## src/rtl/fpu_cfg_pkg.sv

```systemverilog
package fpu_cfg_pkg;

  localparam int unsigned DEF_EXP_W = 8;
  localparam int unsigned DEF_MAN_W = 24;

  // Latency of the sum path: alignment + mantissa sum + renormalization.
  function automatic int unsigned add_path_latency(input int unsigned align_d,
                                                   input int unsigned sum_d,
                                                   input int unsigned norm_d);
    return align_d + sum_d + norm_d;
  endfunction

  // Latency of the product path: mantissa product + renormalization.
  function automatic int unsigned mul_path_latency(input int unsigned prod_d,
                                                   input int unsigned norm_d);
    return prod_d + norm_d;
  endfunction

  // Count of zero bits above the first one, looking only at the low w bits.
  function automatic int unsigned lead_zeros(input logic [63:0] v, input int unsigned w);
    int unsigned n;
    bit          hit;
    n   = 0;
    hit = 1'b0;
    for (int i = 63; i >= 0; i--) begin
      if ((i < int'(w)) && !hit) begin
        if (v[i]) hit = 1'b1;
        else      n++;
      end
    end
    return n;
  endfunction

endpackage

```

## src/rtl/fpu_delay.sv

```systemverilog
module fpu_delay #(
  parameter int unsigned W     = 8,
  parameter int unsigned DEPTH = 1
) (
  input  logic         clk,
  input  logic         rst_n,
  input  logic         in_v,
  input  logic [W-1:0] in_d,
  output logic         out_v,
  output logic [W-1:0] out_d
);

  generate
    for (genvar s = 0; s < int'(DEPTH); s++) begin : g_stage
      logic         v;
      logic [W-1:0] d;
      logic         src_v;
      logic [W-1:0] src_d;
      if (s == 0) begin : g_head
        assign src_v = in_v;
        assign src_d = in_d;
      end else begin : g_link
        assign src_v = g_stage[s-1].v;
        assign src_d = g_stage[s-1].d;
      end
      always_ff @(posedge clk or negedge rst_n) begin
        if (!rst_n) v <= 1'b0;
        else        v <= src_v;
      end
      always_ff @(posedge clk) begin
        if (src_v) d <= src_d;
      end
    end
  endgenerate

  assign out_v = g_stage[DEPTH-1].v;
  assign out_d = g_stage[DEPTH-1].d;

endmodule

```

## src/rtl/fpu_align.sv

```systemverilog
module fpu_align #(
  parameter int unsigned EXP_W = 8,
  parameter int unsigned MAN_W = 24,
  parameter int unsigned DEPTH = 1
) (
  input  logic                   clk,
  input  logic                   rst_n,
  input  logic                   in_v,
  input  logic                   sub_i,
  input  logic [EXP_W+MAN_W:0]   a_i,
  input  logic [EXP_W+MAN_W:0]   b_i,
  output logic                   out_v,
  output logic                   big_sign_o,
  output logic                   small_sign_o,
  output logic [EXP_W-1:0]       exp_o,
  output logic [MAN_W-1:0]       big_man_o,
  output logic [MAN_W-1:0]       small_man_o
);

  localparam int unsigned WORD_W = 1 + EXP_W + MAN_W;
  localparam int unsigned BUS_W  = 2 + EXP_W + 2 * MAN_W;

  // Right shift with everything dropped once the gap reaches the width.
  function automatic logic [MAN_W-1:0] shift_down(input logic [MAN_W-1:0] m,
                                                  input logic [EXP_W-1:0] gap);
    if (32'(gap) >= MAN_W) return '0;
    return m >> gap;
  endfunction

  logic               a_zero, b_zero, a_wins, b_sign_eff;
  logic [EXP_W-1:0]   a_exp, b_exp, gap;
  logic [MAN_W-1:0]   a_man, b_man;
  logic [BUS_W-1:0]   bus_d, bus_q;

  always_comb begin
    a_man      = a_i[MAN_W-1:0];
    b_man      = b_i[MAN_W-1:0];
    a_zero     = (a_man == '0);
    b_zero     = (b_man == '0);
    a_exp      = a_zero ? '0 : a_i[WORD_W-2:MAN_W];
    b_exp      = b_zero ? '0 : b_i[WORD_W-2:MAN_W];
    b_sign_eff = b_i[WORD_W-1] ^ sub_i;
    a_wins     = (a_exp >= b_exp);
    gap        = a_wins ? (a_exp - b_exp) : (b_exp - a_exp);
    if (a_wins)
      bus_d = {a_i[WORD_W-1], b_sign_eff, a_exp, a_man, shift_down(b_man, gap)};
    else
      bus_d = {b_sign_eff, a_i[WORD_W-1], b_exp, b_man, shift_down(a_man, gap)};
  end

  fpu_delay #(.W(BUS_W), .DEPTH(DEPTH)) u_regs (
    .clk   (clk),
    .rst_n (rst_n),
    .in_v  (in_v),
    .in_d  (bus_d),
    .out_v (out_v),
    .out_d (bus_q)
  );

  assign {big_sign_o, small_sign_o, exp_o, big_man_o, small_man_o} = bus_q;

endmodule

```

## src/rtl/fpu_sum.sv

```systemverilog
module fpu_sum #(
  parameter int unsigned EXP_W = 8,
  parameter int unsigned MAN_W = 24,
  parameter int unsigned DEPTH = 1
) (
  input  logic             clk,
  input  logic             rst_n,
  input  logic             in_v,
  input  logic             big_sign_i,
  input  logic             small_sign_i,
  input  logic [EXP_W-1:0] exp_i,
  input  logic [MAN_W-1:0] big_man_i,
  input  logic [MAN_W-1:0] small_man_i,
  output logic             out_v,
  output logic             sign_o,
  output logic [EXP_W-1:0] exp_o,
  output logic [MAN_W-1:0] man_o
);

  localparam int unsigned BUS_W = 1 + EXP_W + MAN_W;

  // Signed-magnitude combine; the extra top bit holds the carry.
  function automatic logic [MAN_W:0] combine(input logic same_sign,
                                            input logic [MAN_W-1:0] x,
                                            input logic [MAN_W-1:0] y);
    if (same_sign)  return {1'b0, x} + {1'b0, y};
    if (x >= y)     return {1'b0, x - y};
    return {1'b0, y - x};
  endfunction

  logic               same_sign, res_sign, carry;
  logic [MAN_W:0]     total;
  logic [MAN_W-1:0]   man_d;
  logic [EXP_W-1:0]   exp_d;
  logic [BUS_W-1:0]   bus_q;

  always_comb begin
    same_sign = (big_sign_i == small_sign_i);
    total     = combine(same_sign, big_man_i, small_man_i);
    if (same_sign || (big_man_i >= small_man_i)) res_sign = big_sign_i;
    else                                         res_sign = small_sign_i;
    carry     = total[MAN_W];
    man_d     = carry ? total[MAN_W:1] : total[MAN_W-1:0];
    exp_d     = carry ? (exp_i + EXP_W'(1)) : exp_i;
  end

  fpu_delay #(.W(BUS_W), .DEPTH(DEPTH)) u_regs (
    .clk   (clk),
    .rst_n (rst_n),
    .in_v  (in_v),
    .in_d  ({res_sign, exp_d, man_d}),
    .out_v (out_v),
    .out_d (bus_q)
  );

  assign {sign_o, exp_o, man_o} = bus_q;

endmodule

```

## src/rtl/fpu_prod.sv

```systemverilog
module fpu_prod #(
  parameter int unsigned EXP_W = 8,
  parameter int unsigned MAN_W = 24,
  parameter int unsigned DEPTH = 1
) (
  input  logic                 clk,
  input  logic                 rst_n,
  input  logic                 in_v,
  input  logic [EXP_W+MAN_W:0] a_i,
  input  logic [EXP_W+MAN_W:0] b_i,
  output logic                 out_v,
  output logic                 sign_o,
  output logic [EXP_W-1:0]     exp_o,
  output logic [MAN_W-1:0]     man_o
);

  localparam int unsigned WORD_W = 1 + EXP_W + MAN_W;
  localparam int unsigned BUS_W  = 1 + EXP_W + MAN_W;
  localparam int unsigned PROD_W = 2 * MAN_W;
  localparam logic [EXP_W+1:0] BIAS_X = (EXP_W+2)'((1 << (EXP_W - 1)) - 1);

  // Biased exponent sum with room for the sign and the product carry.
  function automatic logic signed [EXP_W+1:0] exp_sum(input logic [EXP_W-1:0] ea,
                                                      input logic [EXP_W-1:0] eb,
                                                      input logic             hi);
    return $signed({2'b00, ea} + {2'b00, eb} - BIAS_X + {{(EXP_W+1){1'b0}}, hi});
  endfunction

  logic                      zero_in, hi, flush;
  logic [PROD_W-1:0]         prod;
  logic signed [EXP_W+1:0]   esum;
  logic [MAN_W-1:0]          man_d;
  logic [BUS_W-1:0]          bus_d, bus_q;

  always_comb begin
    zero_in = (a_i[MAN_W-1:0] == '0) || (b_i[MAN_W-1:0] == '0);
    prod    = {{MAN_W{1'b0}}, a_i[MAN_W-1:0]} * {{MAN_W{1'b0}}, b_i[MAN_W-1:0]};
    hi      = prod[PROD_W-1];
    man_d   = MAN_W'(prod >> (MAN_W - 1 + 32'(hi)));
    esum    = exp_sum(a_i[WORD_W-2:MAN_W], b_i[WORD_W-2:MAN_W], hi);
    flush   = zero_in || (esum <= 0);
    if (flush) bus_d = '0;
    else       bus_d = {a_i[WORD_W-1] ^ b_i[WORD_W-1], esum[EXP_W-1:0], man_d};
  end

  fpu_delay #(.W(BUS_W), .DEPTH(DEPTH)) u_regs (
    .clk   (clk),
    .rst_n (rst_n),
    .in_v  (in_v),
    .in_d  (bus_d),
    .out_v (out_v),
    .out_d (bus_q)
  );

  assign {sign_o, exp_o, man_o} = bus_q;

endmodule

```

## src/rtl/fpu_norm.sv

```systemverilog
module fpu_norm #(
  parameter int unsigned EXP_W = 8,
  parameter int unsigned MAN_W = 24,
  parameter int unsigned DEPTH = 1
) (
  input  logic                 clk,
  input  logic                 rst_n,
  input  logic                 in_v,
  input  logic                 sign_i,
  input  logic [EXP_W-1:0]     exp_i,
  input  logic [MAN_W-1:0]     man_i,
  output logic                 out_v,
  output logic [EXP_W+MAN_W:0] word_o
);

  import fpu_cfg_pkg::*;

  localparam int unsigned WORD_W = 1 + EXP_W + MAN_W;

  int unsigned        lz;
  logic               vanish;
  logic [WORD_W-1:0]  word_d;

  always_comb begin
    lz     = lead_zeros(64'(man_i), MAN_W);
    vanish = (man_i == '0) || (32'(exp_i) <= lz);
    if (vanish) word_d = '0;
    else        word_d = {sign_i, exp_i - EXP_W'(lz), man_i << lz};
  end

  fpu_delay #(.W(WORD_W), .DEPTH(DEPTH)) u_regs (
    .clk   (clk),
    .rst_n (rst_n),
    .in_v  (in_v),
    .in_d  (word_d),
    .out_v (out_v),
    .out_d (word_o)
  );

endmodule

```

## src/rtl/fp_arith_unit.sv

```systemverilog
module fp_arith_unit #(
  parameter int unsigned EXP_W       = fpu_cfg_pkg::DEF_EXP_W,
  parameter int unsigned MAN_W       = fpu_cfg_pkg::DEF_MAN_W,
  parameter int unsigned ALIGN_DEPTH = 1,
  parameter int unsigned SUM_DEPTH   = 1,
  parameter int unsigned PROD_DEPTH  = 1,
  parameter int unsigned NORM_DEPTH  = 1
) (
  input  logic                 clk,
  input  logic                 rst_n,
  input  logic                 add_valid_i,
  input  logic                 add_sub_i,
  input  logic [EXP_W+MAN_W:0] add_a_i,
  input  logic [EXP_W+MAN_W:0] add_b_i,
  output logic                 add_valid_o,
  output logic [EXP_W+MAN_W:0] add_result_o,
  input  logic                 mul_valid_i,
  input  logic [EXP_W+MAN_W:0] mul_a_i,
  input  logic [EXP_W+MAN_W:0] mul_b_i,
  output logic                 mul_valid_o,
  output logic [EXP_W+MAN_W:0] mul_result_o
);

  localparam int unsigned WORD_W      = 1 + EXP_W + MAN_W;
  localparam int unsigned ADD_LATENCY = fpu_cfg_pkg::add_path_latency(ALIGN_DEPTH, SUM_DEPTH, NORM_DEPTH);
  localparam int unsigned MUL_LATENCY = fpu_cfg_pkg::mul_path_latency(PROD_DEPTH, NORM_DEPTH);

  // Named internal events between stages.
  logic               aligned_v, aligned_big_s, aligned_small_s;
  logic [EXP_W-1:0]   aligned_exp;
  logic [MAN_W-1:0]   aligned_big_m, aligned_small_m;
  logic               summed_v, summed_s;
  logic [EXP_W-1:0]   summed_exp;
  logic [MAN_W-1:0]   summed_m;
  logic               prod_v, prod_s;
  logic [EXP_W-1:0]   prod_exp;
  logic [MAN_W-1:0]   prod_m;

  fpu_align #(.EXP_W(EXP_W), .MAN_W(MAN_W), .DEPTH(ALIGN_DEPTH)) u_align (
    .clk          (clk),
    .rst_n        (rst_n),
    .in_v         (add_valid_i),
    .sub_i        (add_sub_i),
    .a_i          (add_a_i),
    .b_i          (add_b_i),
    .out_v        (aligned_v),
    .big_sign_o   (aligned_big_s),
    .small_sign_o (aligned_small_s),
    .exp_o        (aligned_exp),
    .big_man_o    (aligned_big_m),
    .small_man_o  (aligned_small_m)
  );

  fpu_sum #(.EXP_W(EXP_W), .MAN_W(MAN_W), .DEPTH(SUM_DEPTH)) u_sum (
    .clk          (clk),
    .rst_n        (rst_n),
    .in_v         (aligned_v),
    .big_sign_i   (aligned_big_s),
    .small_sign_i (aligned_small_s),
    .exp_i        (aligned_exp),
    .big_man_i    (aligned_big_m),
    .small_man_i  (aligned_small_m),
    .out_v        (summed_v),
    .sign_o       (summed_s),
    .exp_o        (summed_exp),
    .man_o        (summed_m)
  );

  fpu_norm #(.EXP_W(EXP_W), .MAN_W(MAN_W), .DEPTH(NORM_DEPTH)) u_add_norm (
    .clk    (clk),
    .rst_n  (rst_n),
    .in_v   (summed_v),
    .sign_i (summed_s),
    .exp_i  (summed_exp),
    .man_i  (summed_m),
    .out_v  (add_valid_o),
    .word_o (add_result_o)
  );

  fpu_prod #(.EXP_W(EXP_W), .MAN_W(MAN_W), .DEPTH(PROD_DEPTH)) u_prod (
    .clk    (clk),
    .rst_n  (rst_n),
    .in_v   (mul_valid_i),
    .a_i    (mul_a_i),
    .b_i    (mul_b_i),
    .out_v  (prod_v),
    .sign_o (prod_s),
    .exp_o  (prod_exp),
    .man_o  (prod_m)
  );

  fpu_norm #(.EXP_W(EXP_W), .MAN_W(MAN_W), .DEPTH(NORM_DEPTH)) u_mul_norm (
    .clk    (clk),
    .rst_n  (rst_n),
    .in_v   (prod_v),
    .sign_i (prod_s),
    .exp_i  (prod_exp),
    .man_i  (prod_m),
    .out_v  (mul_valid_o),
    .word_o (mul_result_o)
  );

endmodule

```

## config.mk

```make
export PLATFORM = sky130hd
export DESIGN_NAME = fp_arith_unit
export DESIGN_NICKNAME = d
export VERILOG_FILES = /design/src/rtl/fpu_cfg_pkg.sv /design/src/rtl/fpu_delay.sv /design/src/rtl/fpu_align.sv /design/src/rtl/fpu_sum.sv /design/src/rtl/fpu_prod.sv /design/src/rtl/fpu_norm.sv /design/src/rtl/fp_arith_unit.sv
export SDC_FILE = /design/constraint.sdc
export NUM_CORES = 2
export LEC_CHECK = 0
export BUFFER_PORTS_ARGS = -buffer_cell sky130_fd_sc_hd__buf_2
export CORE_MARGIN = 2
export CORE_UTILIZATION = 41
export CTS_BUF_LIST = sky130_fd_sc_hd__clkbuf_8
export CTS_CLUSTER_DIAMETER = 30
export CTS_CLUSTER_SIZE = 10
export DETAILED_ROUTE_END_ITERATION = 8
export GPL_ROUTABILITY_DRIVEN = 0
export PLACE_DENSITY = 0.66
export SETUP_SLACK_MARGIN = 0.05
export SLEW_MARGIN = 20
export SYNTH_ARGS = -nofsm -noshare
export SYNTH_HDL_FRONTEND = slang
export SYNTH_HIERARCHICAL = 1
export SYNTH_SLANG_ARGS = --single-unit
export TNS_END_PERCENT = 20
```

## constraint.sdc

```tcl
create_clock -name clk -period 19.82 [get_ports clk]
set_clock_uncertainty 0.05 [all_clocks]
set_input_delay 1.982 -clock clk [delete_from_list [all_inputs] [get_ports clk]]
set_output_delay 1.982 -clock clk [all_outputs]
set_load 0.02 [all_outputs]
```

==> results.sh <==
export IMPL_global_route_wire_length_before_repair_um=216500
export IMPL_antenna_found_initial=10
export IMPL_timing_setup_tns_ns=0
export IMPL_grtUsageTotal_pct=22.96
export IMPL_post_cts_hold_buffer_count=0
export IMPL_path_common_cell="sky130_fd_sc_hd__ha_1"
export IMPL_path_delay_family="adder cells"
export IMPL_worst_slew_margin_rel_pct=25.82
export IMPL_synth_unique_cells=162
export IMPL_post_drt_wl_per_cell_um=19.19
export IMPL_timing_max_transition_violations_final=0
export IMPL_route_detailed_vias_per_inst=5.782
export IMPL_design_portCount=205
export IMPL_asr_flop_ratio_synth_pct=2.564
export IMPL_cp_start_kind="flip-flop"
export IMPL_design_die_area_mm2=0.1159
export IMPL_clk_pin_slew_ns=0.13
export IMPL_use_met3_pct=3.463
export IMPL_finalInstanceArea_mm2=0.04880
export IMPL_worst_pin_slew_ns=1.109
export IMPL_synth_nets=6530
export IMPL_via_count_of_the_first_global_routing_pass=40010
export IMPL_synth_main_ff_cell="sky130_fd_sc_hd__edfxtp_1"
export IMPL_fp_dieH_um=340.5
export IMPL_finalCritPeriodShare_pct=93.87
export IMPL_root_buffer_cell="sky130_fd_sc_hd__clkbuf_8"
export IMPL_run_status="complete, no violations"
export IMPL_std_cell_rows=123
export IMPL_synth_yosys_seq_area_share_pct=12.56
export IMPL_end_kind="flip-flop"
export IMPL_fin_nets=6510
export IMPL_layout_drive_gt1_share_pct=9.567
export IMPL_dr_first_iter_drc_count=3683
export IMPL_final_hold_violation_count=0
export IMPL_design_core_area_mm2=0.1123
export IMPL_unrepaired_setup_endpoints_after_global_routing="true"
export IMPL_ys_seq_elements=195
export IMPL_cp_slowest_cell="sky130_fd_sc_hd__or4_1"
export IMPL_grt_util_met2_pct=36.89
export IMPL_io_buffers=204
export IMPL_cts_htree_levels=4
export IMPL_antenna_violating_nets_post_route=0
export IMPL_detailed_place_area_mm2=0.04815
export IMPL_post_synth_cell_area_avg_um2=8.337
export IMPL_worst_skew_pair_late_latency_ns=0.59
export IMPL_fmax_mhz=53.75
export IMPL_routed_wl_um=135600
export IMPL_cpPeakStageDelay_ns=0.52
export IMPL_synth_area_mm2=0.04642
export IMPL_dp_slack_ns=0.5511
export IMPL_globalRouteMet1Util_pct=32.02
export IMPL_drv_cap=0
export IMPL_post_synth_inst_count=5568
export IMPL_post_dp_hpwl_um=103000
export IMPL_drc=0
export IMPL_grt_max_degree=60
export IMPL_hold_path_class="flip-flop to flip-flop"
export IMPL_cts_buffers_inserted=17
export IMPL_drt_first_pass_iters=7
export IMPL_cts_tree="done"
export IMPL_synth_warnings=6
export IMPL_clockBufferDepth=2
export IMPL_nFillCells=11140
export IMPL_timing_critical_path_arrival_ns=18.87
export IMPL_total_vias_in_the_final_route=40860
export IMPL_time_the_final_worst_path_needs_with_i_o_delays_and_setup_ns=18.61
export IMPL_critPathKind="flip-flop to flip-flop"
export IMPL_worstPathMaxFanout=10
export IMPL_required_ns=20.09
export IMPL_grt_busiest_layer="met2"
export IMPL_fin_ws_ns=1.215
export IMPL_floorplan_die_width_um=340.5
export IMPL_tritoncts_num_sinks=195
export IMPL_global_route_overflow_total=0
export IMPL_initial_utilization_pct=41.32
export IMPL_area_growth_syn_to_layout_pct=5.121
export IMPL_path_buf_inv=3
export IMPL_synth_edff_count=190
export IMPL_report_final_setup_viol=0
sequential cells by signal, indices dropped and copies added, names as in the netlist:
signal                   flops
u_add_norm/u_regs/out_d     33
u_add_norm/u_regs/out_v      1
u_align/u_regs/out_d        58
u_align/u_regs/out_v         1
u_mul_norm/u_regs/out_d     33
u_mul_norm/u_regs/out_v      1
u_prod/u_regs/out_d         33
u_prod/u_regs/out_v          1
u_sum/u_regs/out_d          33
u_sum/u_regs/out_v           1
metal layers:
metal	vias up	part of all wire [%]
li1	18870	-
met1	19990	44
met2	1733	46
met3	266	7.4
met4	6	2.7
met5	-	0.032
placed cells by master (no fill, tap or decap), drive strengths merged, types with 44 or more instances in the layout:
cell,n
nor2,366
a21oi,289
nand2b,55
nor3,115
a21o,44
edfxtp,190
nand4,66
inv,706
nand2,790
nor2b,56
mux2i,126
o21ai,207
and2,291
nand3,111
o211ai,62
nor4,66
buf,249
ha,336
and3,56
xor2,61
a211oi,52
xnor2,165
fa,489
worst paths after layout:
check	start	endpoint	slack (ns)	depth (start not counted)
min in group asynchronous	rst_n	u_add_norm/u_regs/out_v	1.22	1
hold reg to reg	u_align/u_regs/out_v	u_sum/u_regs/out_v	0.34	0
hold / removal	u_align/u_regs/out_v	u_sum/u_regs/out_v	0.34	0
setup / recovery	u_prod/u_regs/out_d[22]	u_mul_norm/u_regs/out_d[22]	1.21	90
max in group asynchronous	rst_n	u_prod/u_regs/out_v	18.24	1
setup reg to reg	u_prod/u_regs/out_d[22]	u_mul_norm/u_regs/out_d[22]	1.21	90
synth_stat cells, drive strengths merged, types with 56 or more instances:
master | instances | area [µm²]
nand2 | 790 | 2978
inv | 696 | 2615
fa | 489 | 9789
nor2 | 366 | 1413
ha | 336 | 4204
and2 | 291 | 1824
a21oi | 289 | 1495
o21ai | 207 | 1066
clkbuf | 192 | 724.5
edfxtp | 190 | 5705
xnor2 | 165 | 1637
mux2i | 126 | 1319
nor3 | 115 | 601.8
nand3 | 111 | 565.5
buf | 96 | 680.7
nand4 | 66 | 419.2
nor4 | 66 | 468.0
o211ai | 62 | 500.5
xor2 | 61 | 560.6
and3 | 56 | 361.6
nor2b | 56 | 355.3
repair_timing:
action                                  CTS  global route
setup buffers                             0            19
endpoints found under the setup margin    0            57
hold endpoints to repair                  0             0
resized for setup                         0            16
layout make-up:
cell class / count / area, µm² / share of cell area [%]
Antenna cell: 6 / 15.01 / 0.03077
Clock buffer: 17 / 234.0 / 0.4795
Clock inverter: 15 / 202.7 / 0.4154
Inverter: 701 / 2646 / 5.423
Multi-Input combinational cell: 4384 / 36630 / 75.07
Sequential cell: 195 / 5831 / 11.95
Tap cell: 1500 / 1877 / 3.846
Timing Repair Buffer: 249 / 1359 / 2.785
stage by stage:
stage	util (%)	hold slack [ns]	cells
floorplan	-	0.4467	5568
global placement	42.86	0.3078	7009
detailed placement	42.86	0.3114	7009
CTS	43.24	0.3417	7041
global route	43.44	0.3624	7067
finish	43.44	0.3396	7067
cells by family (layout without fill, tap and decap cells):
group	Yosys count	count (layout)	share of synthesized area (%)
compound gates	999	999	14.80
mux	199	199	5.663
xor+xnor	241	241	5.466
fa+ha+maj	826	826	30.17
flops	195	195	12.56
simple gates	2119	2119	22.64
buf+inv	989	982	8.703
other cells	0	6	0
Power is not shown: default switching activity piles up to over one toggle a cycle in this logic, so the estimate is an artifact.
